==> src/rtl/regdp_pkg.sv <==
// Shared defaults and source encodings for the register transfer datapath.
// Assumes: one-bit source selects, 0 = internal path, 1 = external input.
package regdp_pkg;
    localparam int DEF_WIDTH = 8;
    localparam int DEF_NREG  = 4;

    typedef enum logic {
        BSRC_REG   = 1'b0,
        BSRC_CONST = 1'b1
    } bsrc_e;

    typedef enum logic {
        DSRC_FU  = 1'b0,
        DSRC_EXT = 1'b1
    } dsrc_e;
endpackage

==> src/rtl/regdp_mux2.sv <==
// Two-input word multiplexer used on the B operand and write-back paths.
// Assumes: sel is a known value; 0 passes in0, 1 passes in1.
module regdp_mux2 #(
    parameter int W = 8
) (
    input  logic         sel,
    input  logic [W-1:0] in0,
    input  logic [W-1:0] in1,
    output logic [W-1:0] y
);
    // Purpose: pick one word according to sel.
    always_comb begin
        y = sel ? in1 : in0;
    end
endmodule

==> src/rtl/regdp_regfile.sv <==
// Register bank with NRD combinational read ports and one synchronous write port.
// Assumes: reset is synchronous and active low, and it wins over a write.
module regdp_regfile #(
    parameter int W     = 8,
    parameter int N     = 4,
    parameter int NRD   = 2,
    parameter int SEL_W = $clog2(N)
) (
    input  logic                      clk,
    input  logic                      rst_n,
    input  logic                      we,
    input  logic [SEL_W-1:0]          wsel,
    input  logic [W-1:0]              wdata,
    input  logic [NRD-1:0][SEL_W-1:0] rsel,
    output logic [NRD-1:0][W-1:0]     rdata
);
    logic [N-1:0][W-1:0] regs;

    for (genvar i = 0; i < N; i++) begin : g_reg
        // Purpose: clear on reset, otherwise capture wdata when addressed.
        always_ff @(posedge clk) begin
            if (!rst_n) begin
                regs[i] <= '0;
            end else if (we && (wsel == SEL_W'(i))) begin
                regs[i] <= wdata;
            end
        end

        AST_OTHERS_KEPT: assert property (@(posedge clk) disable iff (!rst_n)
            (!we || wsel != SEL_W'(i)) |=> $stable(regs[i]));
    end

    for (genvar p = 0; p < NRD; p++) begin : g_rd
        // Purpose: combinational read, no bypass of the pending write.
        always_comb begin
            rdata[p] = regs[rsel[p]];
        end
    end

    AST_RESET_CLEARS: assert property (@(posedge clk)
        !rst_n |=> (regs == '0));

    AST_WRITE_LANDS: assert property (@(posedge clk) disable iff (!rst_n)
        we |=> (regs[$past(wsel)] == $past(wdata)));

    AST_IDLE_HOLDS: assert property (@(posedge clk) disable iff (!rst_n)
        !we |=> $stable(regs));
endmodule

==> src/rtl/regdp_core.sv <==
// Single-cycle datapath: register bank, B operand select and write-back select.
// Assumes: the function unit outside is purely combinational from fu_a/fu_b to fu_result.
module regdp_core
    import regdp_pkg::*;
#(
    parameter int W     = DEF_WIDTH,
    parameter int N     = DEF_NREG,
    parameter int SEL_W = $clog2(N)
) (
    input  logic             clk,
    input  logic             rst_n,
    input  logic [SEL_W-1:0] a_sel,
    input  logic [SEL_W-1:0] b_sel,
    input  logic             b_const,
    input  logic [W-1:0]     const_in,
    output logic [W-1:0]     fu_a,
    output logic [W-1:0]     fu_b,
    input  logic [W-1:0]     fu_result,
    input  logic             d_ext,
    input  logic [W-1:0]     ext_data,
    input  logic [SEL_W-1:0] dst_sel,
    input  logic             wr_en,
    output logic [W-1:0]     d_bus
);
    localparam int NRD = 2;

    logic [NRD-1:0][SEL_W-1:0] rd_sel;
    logic [NRD-1:0][W-1:0]     rd_word;
    bsrc_e                     b_src;
    dsrc_e                     d_src;

    // Purpose: gather read indices and decode the source selects.
    always_comb begin
        rd_sel[0] = a_sel;
        rd_sel[1] = b_sel;
        b_src     = bsrc_e'(b_const);
        d_src     = dsrc_e'(d_ext);
    end

    regdp_regfile #(.W(W), .N(N), .NRD(NRD), .SEL_W(SEL_W)) i_bank (
        .clk   (clk),
        .rst_n (rst_n),
        .we    (wr_en),
        .wsel  (dst_sel),
        .wdata (d_bus),
        .rsel  (rd_sel),
        .rdata (rd_word)
    );

    assign fu_a = rd_word[0];

    regdp_mux2 #(.W(W)) i_bmux (
        .sel (b_src == BSRC_CONST),
        .in0 (rd_word[1]),
        .in1 (const_in),
        .y   (fu_b)
    );

    regdp_mux2 #(.W(W)) i_dmux (
        .sel (d_src == DSRC_EXT),
        .in0 (fu_result),
        .in1 (ext_data),
        .y   (d_bus)
    );

    AST_READ_AFTER_WRITE: assert property (@(posedge clk) disable iff (!rst_n)
        (wr_en && dst_sel == a_sel) ##1 (a_sel == $past(a_sel))
        |-> (fu_a == $past(d_bus)));
endmodule

==> config.mk <==
export PLATFORM = sky130hd
export DESIGN_NAME = regdp_core
export DESIGN_NICKNAME = d
export VERILOG_FILES = /design/src/rtl/regdp_pkg.sv /design/src/rtl/regdp_mux2.sv /design/src/rtl/regdp_regfile.sv /design/src/rtl/regdp_core.sv
export SDC_FILE = /design/constraint.sdc
export NUM_CORES = 1
export LEC_CHECK = 0
export ABC_AREA = 0
export BUFFER_PORTS_ARGS = -buffer_cell sky130_fd_sc_hd__buf_2
export CAP_MARGIN = 15
export CELL_PAD_IN_SITES_DETAIL_PLACEMENT = 0
export CELL_PAD_IN_SITES_GLOBAL_PLACEMENT = 1
export CORE_ASPECT_RATIO = 1.4
export CORE_MARGIN = 3
export CORE_UTILIZATION = 41
export DETAILED_ROUTE_END_ITERATION = 12
export PLACE_DENSITY_LB_ADDON = 0.1
export SETUP_SLACK_MARGIN = 0.02
export SLEW_MARGIN = 20
export SYNTH_ARGS = -nofsm -noshare
export SYNTH_HDL_FRONTEND = slang
export SYNTH_SLANG_ARGS = --single-unit
==> constraint.sdc <==
create_clock -name clk -period 1.69 [get_ports clk]
set_input_delay 0.169 -clock clk [delete_from_list [all_inputs] [get_ports clk]]
set_output_delay 0.169 -clock clk [all_outputs]
set_load 0.02 [all_outputs]
# Word-level counts from Yosys, hierarchy flattened
# Cells that the tools add are included.
word_totals:
  input_bits: 35
  out_inout_bits: 24
  register_bits: 32
op_classes:
  eq_ne: 3
  n_reduce_logical: 5
  muxes: 6
  order_cmp: 2
ops:
  columns: ["op", "count"]
  rows:
  - ["$bmux W8 S2", 2]
  - ["$mux W8", 4]
  - ["$lt A2 B3 Y1 const B", 2]
  - ["$eq A2 B2 Y1 const B", 2]
  - ["$logic_and A1 B1 Y1", 4]
  - ["$eq A2 B1 Y1 const B", 1]
  - ["$logic_not A2 Y1", 1]

# Longest topological paths before layout
# Gate-level depths: netlist of run 1.
logic_depth:
  depth_word: 3
  depth_mapped: 5
  mapped_depth_nobuf: 3

# Cells and area by module
# A second synthesis of run 1 with hierarchy kept.
unflattened:
  cells_unflattened: 153
  hier_area_um2: 1819.2
by_module_without_submodules:
  columns: ["module", "area_each_um2", "cells_each", "n_inst"]
  rows:
  - ["regdp_regfile", 1556.5, 135, 1]
  - ["regdp_mux2", 131.4, 9, 2]

# Worst setup path before layout of run 1
# OpenSTA, ideal clock, no wires.
synth_timing:
  kind: "input -> output"
  startpoint: "in b_const"
  endpoint: "out fu_b[0]"
  required_ns: 1.521
  slack_ns: 0.345
  stages: 5
  arrival_ns: 1.176
  path_cell_list: "buf_4 -> nand2b_1 -> buf_2 -> a211oi_1 -> a221oi_1"
synth_between:
  elab_chain_len: 1
synth_rtl:
  columns: ["element", "line", "text"]
  rows:
  - ["start, declared", "regdp_core.sv:14", "input logic b_const,"]
  - ["$mux W8", "regdp_mux2.sv:13", "y = sel ? in1 : in0;"]
  - ["end, declared", "regdp_core.sv:17", "output logic [W-1:0] fu_b,"]
# No other way between the ends.

# Worst setup path after layout of run 1
layout_timing:
  startpoint: "in b_sel[0]"
  endpoint: "out fu_b[1]"
layout_between:
  elab_chain_len: 3
layout_rtl:
  columns: ["element", "line", "text"]
  rows:
  - ["start, declared", "regdp_core.sv:13", "input logic [SEL_W-1:0] b_sel,"]
  - ["$bmux W8 S2", "regdp_regfile.sv:36", "rdata[p] = regs[rsel[p]];"]
  - ["$mux W8 (not written as such)", "regdp_regfile.sv:36", null]
  - ["$mux W8", "regdp_mux2.sv:13", null]
# No other way between the ends. The select of a mux whose other input is x is not followed.

==> results.sh, run 1 <==
export IMPL_wirelength_um=4660
export IMPL_timing_critical_path_required_ns=1.52
export IMPL_cts_max_level=2
export IMPL_die_area_um2=5490
export IMPL_power_share_combinational=0.217
export IMPL_cts_tree="done"
export IMPL_gr_total_overflow=0
export IMPL_internal_power_w=0.00130
export IMPL_number_of_standard_cells_after_synthesis=183
export IMPL_synth_largest_area_cell="sky130_fd_sc_hd__dfxtp_1"
export IMPL_dr_pass1_iters=4
export IMPL_powerDensity_nw_per_um2=807
export IMPL_final_clock_skew_ns=0
export IMPL_grt_total_usage=0.185
export IMPL_placementRows=28
export IMPL_clkTransAtPathRegs_ns=0.07
export IMPL_report_final_hold_viol_count=0
export IMPL_worst_endpoint_arrival_ns=1.30
export IMPL_post_route_cells_drive_above_1_share=0.371
export IMPL_yosys_warnings=0
export IMPL_synth_flop_cell="sky130_fd_sc_hd__dfxtp_1"
export IMPL_number_of_endpoints_failing_setup_at_the_final_stage=0
export IMPL_setup_repair_after_global_routing_missed_its_margin="false"
export IMPL_drtIter0Drc=84
export IMPL_start_kind="input pin"
export IMPL_finalMaxSlewViolations=0
export IMPL_worstPathMaxFanout=24
export IMPL_timing_max_slew_rel_slack=0.494
export IMPL_synthDominantCellAreaShare=0.338
export IMPL_pin_count=59
export IMPL_grt_max_degree=33
export IMPL_antenna_left=0
export IMPL_syn_mean_instance_area_um2=10.4
export IMPL_clockPowerShare=0.329
export IMPL_clk_root_buffer_cell="sky130_fd_sc_hd__clkbuf_8"
export IMPL_ctsLongestPathBuffers=2
export IMPL_diodes=0
export IMPL_synth_nets=218
export IMPL_achievable_frequency_mhz=679
export IMPL_synth_cell_types=24
export IMPL_die_width_um=63.5
export IMPL_vias=1605
export IMPL_antenna_violations_before_repair=0
export IMPL_synthArstFlopShare=0
export IMPL_post_cts_buffers=0
export IMPL_synth_edff_count=0
export IMPL_area_delta_synth_final_pct=18.5
export IMPL_min_path_type="input pin to register"
export IMPL_fp_coreArea_um2=4340
export IMPL_ctsResizeCount=0
export IMPL_post_synth_main_area_contributors="sky130_fd_sc_hd__dfxtp_1 (34%), sky130_fd_sc_hd__o211a_1 (17%), sky130_fd_sc_hd__mux4_2 (9.5%)"
export IMPL_fin_crit_sh=0.871
export IMPL_reg_top3="i_bank.regs (32)"
export IMPL_clkLatencyLatePin_ns=0.28
export IMPL_seq_power_share=0.453
export IMPL_largest_register="i_bank.regs"
export IMPL_effective_utilization_at_floorplan=0.437
export IMPL_number_of_port_buffers=58
export IMPL_hpwl_um=3290
export IMPL_cap_violations=0
export IMPL_p_sw_frac=0.284
export IMPL_final_routed_wire_length_divided_by_cell_count_um=15.7
export IMPL_finalNetCount=271
export IMPL_ys_top_cells_by_count="sky130_fd_sc_hd__dfxtp_1 (32), sky130_fd_sc_hd__nand2_1 (32), sky130_fd_sc_hd__o211a_1 (32)"
export IMPL_detail_route_vias_per_cell=5.40
export IMPL_critical_path_endpoint_type="output port"
export IMPL_gp_routability_congestion=0.783
export IMPL_min_period_ns=1.47
export IMPL_via_count_of_the_first_global_routing_pass=1632
export IMPL_final_fill_count=441
export IMPL_irDropWorstVdd_mv=0.574
export IMPL_synth_seq_area_share=0.338
export IMPL_largest_register_ffs=32
export IMPL_outcome="complete, no violations"
export IMPL_numCtsBuffers=5
export IMPL_synth_seq_cells=32
export IMPL_fp_dieH_um=86.5
export IMPL_timing_setup_tns_ns=0
export IMPL_power_switching_w=0.000516
export IMPL_timing_final_ws_setup_ns=0.217
export IMPL_placement_setup_worst_slack_ns=0.208
export IMPL_global_route_wire_length_before_repair_um=7790
export IMPL_clock_sink_count=32
export IMPL_drc=0
export IMPL_crit_type="input pin to output port"
export IMPL_syn_area_um2=1900
export IMPL_cts_hold_repair_buffers=0
export IMPL_transition_at_the_pin_with_the_smallest_max_transition_slack_ns=0.756
export IMPL_total_leakage_power_nw=1.33
[routing by layer]
metal | GRT usage | vias to the layer above | share of wire
met5 | 0 | - | 0
met4 | 0.0668 | 0 | 0.012
met3 | 0.0480 | 6 | 0.076
met2 | 0.322 | 66 | 0.51
met1 | 0.219 | 763 | 0.40
li1 | - | 770 | -
[kinds of logic after synthesis]
group,Yosys count,share of synthesized area
and+or+nand+nor,46,0.118
DFF,32,0.338
AOI/OAI and AO/OA,48,0.243
muxes,24,0.195
buffers and inverters,33,0.106
[critical path, stage by stage]
cell and delay (ns):
sky130_fd_sc_hd__buf_2 0.42, sky130_fd_sc_hd__and2b_1 0.24, sky130_fd_sc_hd__a211oi_1 0.17, sky130_fd_sc_hd__a221oi_1 0.08
sky130_fd_sc_hd__buf_2 0.21
[through the flow]
stage	power (W)	utilization	cells	cell area, um^2	hold slack (ns)
6_report	0.00182	0.518	297	2250	0.285
5_1_grt	0.00192	0.518	297	2250	0.300
4_1_cts	0.00184	0.518	297	2250	0.280
3_5_place_dp	0.00124	0.497	289	2160	0.508
3_3_place_gp	0.00123	0.497	289	2160	0.494
2_1_floorplan	0.00112	-	183	1900	0.302
[power groups by stage]
stage | Sequential [W] | Combinational [W] | Clock, W
5_1_grt | 0.000829 | 0.000430 | 0.000661
3_5_place_dp | 0.000840 | 0.000399 | 0
2_1_floorplan | 0.000831 | 0.000284 | 0
4_1_cts | 0.000823 | 0.000400 | 0.000620
3_3_place_gp | 0.000837 | 0.000392 | 0
6_report | 0.000823 | 0.000394 | 0.000598
[path summary, 6_finish.rpt]
| check | startpoint | end | slack, ns | depth (start not counted) |
|---|---|---|---|---|
| setup reg to reg | i_bank.regs[23] | i_bank.regs[23] | 1.04 | 1 |
| hold reg to reg | i_bank.regs[2] | i_bank.regs[2] | 0.52 | 1 |
| setup / recovery | b_sel[0] | fu_b[1] | 0.22 | 5 |
| hold / removal | ext_data[7] | i_bank.regs[7] | 0.29 | 4 |
[cell usage in the layout (no fill, tap or decap), drive strengths merged, types with 7 or more instances in the layout]
master,count
a211oi,8
a221oi,8
buf,63
clkbuf,8
dfxtp,32
inv,16
mux2i,16
mux4,8
nand2,32
nor2b,7
o211a,32
[area by class of cell]
| type | count | area [um^2] | area share |
|---|---|---|---|
| multi-input cells | 118 | 1060 | 0.469 |
| flip-flops and latches | 32 | 641 | 0.285 |
| repair buffers | 63 | 328 | 0.146 |
| clock buffers | 8 | 90.1 | 0.0400 |
| well taps | 60 | 75.1 | 0.0334 |
| inverters | 16 | 60.1 | 0.0267 |
Power figures use the tool's default switching activity.
==> run 2, diff against run 1 <==
--- a/config.mk
+++ b/config.mk
@@ -8,13 +8,11 @@
 export ABC_AREA = 0
 export BUFFER_PORTS_ARGS = -buffer_cell sky130_fd_sc_hd__buf_2
 export CAP_MARGIN = 15
-export CELL_PAD_IN_SITES_DETAIL_PLACEMENT = 0
-export CELL_PAD_IN_SITES_GLOBAL_PLACEMENT = 1
 export CORE_ASPECT_RATIO = 1.4
 export CORE_MARGIN = 3
-export CORE_UTILIZATION = 41
+export CORE_UTILIZATION = 55
 export DETAILED_ROUTE_END_ITERATION = 12
-export PLACE_DENSITY_LB_ADDON = 0.1
+export PLACE_DENSITY = 0.85
 export SETUP_SLACK_MARGIN = 0.02
 export SLEW_MARGIN = 20
 export SYNTH_ARGS = -nofsm -noshare
==> results.sh, run 2 (synthesis gave the netlist of run 1 again) <==
export IMPL_timing_critical_path_required_ns=1.52
export IMPL_dr_pass1_iters=4
export IMPL_worstPathMaxFanout=3
export IMPL_detail_route_vias_per_cell=5.84
export IMPL_cap_violations=0
export IMPL_reg2reg_setup_slack_ns=1.03
export IMPL_pin_count=59
export IMPL_start_kind="register"
export IMPL_finalNetCount=271
export IMPL_outcome="complete, no violations"
export IMPL_diodes=0
export IMPL_global_route_wire_length_before_repair_um=6560
export IMPL_critical_path_endpoint_type="output port"
export IMPL_drc=0
export IMPL_timing_setup_tns_ns=0
export IMPL_fp_dieH_um=75.5
export IMPL_placementRows=24
export IMPL_cts_hold_repair_buffers=0
export IMPL_largest_register_ffs=32
export IMPL_achievable_frequency_mhz=680
export IMPL_fp_coreArea_um2=3210
export IMPL_cts_max_level=2
export IMPL_effective_utilization_at_floorplan=0.591
export IMPL_ctsLongestPathBuffers=2
export IMPL_fin_crit_sh=0.870
export IMPL_cts_tree="done"
export IMPL_clock_sink_count=32
export IMPL_clk_root_buffer_cell="sky130_fd_sc_hd__clkbuf_8"
export IMPL_die_width_um=55.7
export IMPL_setup_repair_after_global_routing_missed_its_margin="false"
export IMPL_numCtsBuffers=5
export IMPL_antenna_left=0
export IMPL_vias=1595
export IMPL_master_of_the_slowest_instance_on_the_critical_path="sky130_fd_sc_hd__dfxtp_1"
export IMPL_timing_max_slew_rel_slack=0.570
export IMPL_instances_no_fill=273
export IMPL_clkLatencyLatePin_ns=0.28
export IMPL_largest_register="i_bank.regs"
export IMPL_grt_max_degree=33
export IMPL_number_of_port_buffers=58
export IMPL_critPathBufInv=1
export IMPL_report_final_hold_viol_count=0
export IMPL_area_delta_synth_final_pct=16.0
export IMPL_final_routed_wire_length_divided_by_cell_count_um=15.6
export IMPL_min_period_ns=1.47
export IMPL_gr_total_overflow=0
export IMPL_worst_endpoint_arrival_ns=1.30
export IMPL_transition_at_the_pin_with_the_smallest_max_transition_slack_ns=0.643
export IMPL_post_place_cells=268
export IMPL_commonest_non_fill_non_tap_cells_in_the_layout="sky130_fd_sc_hd__buf_2 (58), sky130_fd_sc_hd__nand2_1 (32), sky130_fd_sc_hd__o211a_1 (32), sky130_fd_sc_hd__dfxtp_1 (32), sky130_fd_sc_hd__inv_1 (16)"
export IMPL_final_clock_skew_ns=0
export IMPL_via_count_of_the_first_global_routing_pass=1409
export IMPL_powerDensity_nw_per_um2=784
export IMPL_post_cts_buffers=0
export IMPL_antenna_violations_before_repair=0
export IMPL_min_path_type="input pin to register"
export IMPL_ctsResizeCount=0
export IMPL_post_route_cells_drive_above_1_share=0.372
export IMPL_die_area_um2=4200
export IMPL_wirelength_um=4250
export IMPL_gp_routability_congestion=0.865
export IMPL_critical_path_top_delay_family="flip-flops"
export IMPL_grt_total_usage=0.203
export IMPL_number_of_endpoints_failing_setup_at_the_final_stage=0
export IMPL_clkTransAtPathRegs_ns=0.06
export IMPL_layout_commonest_cell="sky130_fd_sc_hd__buf_2"
export IMPL_worstPathCellList="nor2b_1 -> a211oi_1 -> a221oi_1 -> buf_2"
export IMPL_drtIter0Drc=64
export IMPL_hpwl_um=2970
export IMPL_total_leakage_power_nw=1.32
export IMPL_reg_top3="i_bank.regs (32)"
export IMPL_critical_path_max_stage_delay_ns=0.34
export IMPL_finalMaxSlewViolations=0
export IMPL_irDropWorstVdd_mv=0.630
export IMPL_crit_type="register to output port"
==> run 2: cell count changes in the layout (fill, tap and decap cells not counted) <==
cell                       previous run  this run
sky130_fd_sc_hd__clkbuf_1             2         0
sky130_fd_sc_hd__clkbuf_8             6         5
==> run 2: cell type report <==
| cell class | instances | area, um^2 |
|---|---|---|
| inverters | 16 | 60.1 |
| well taps | 39 | 48.8 |
| clock buffers | 5 | 68.8 |
| flip-flops and latches | 32 | 641 |
| fillers | 265 | 1010 |
| repair buffers | 63 | 328 |
| multi-input cells | 118 | 1060 |
==> run 2: final timing paths <==
kind / from / end / depth (start not counted)
setup / recovery: i_bank.regs[20] / fu_b[4] / 4
hold / removal: ext_data[1] / i_bank.regs[9] / 4
setup reg to reg: i_bank.regs[3] / i_bank.regs[3] / 1
hold reg to reg: i_bank.regs[21] / i_bank.regs[21] / 1
==> run 2: stage by stage <==
stage	power [W]	util	hold slack (ns)	area [um^2]	setup slack, ns
floorplan	0.00112	-	0.302	1900	0.345
global placement	0.00122	0.664	0.494	2130	0.229
detailed placement	0.00123	0.664	0.500	2130	0.243
CTS	0.00174	0.685	0.285	2200	0.205
global route	0.00180	0.685	0.297	2200	0.0918
finish	0.00173	0.685	0.286	2200	0.219
==> run 2: report_power, final <==
group / switching (W) / internal [W]
sequential: 0.0000280 / 0.000795
clock: 0.000248 / 0.000265
combinational: 0.000218 / 0.000174
total: 0.000494 / 0.00123
==> run 2: layer usage <==
| metal | vias to the layer above | global-route usage | routed length, um |
|---|---|---|---|
| li1 | 771 | - | - |
| met1 | 755 | 0.239 | 1640 |
| met2 | 63 | 0.366 | 2210 |
| met3 | 6 | 0.0475 | 339 |
| met4 | 0 | 0.0730 | 61 |
| met5 | - | 0 | 0 |
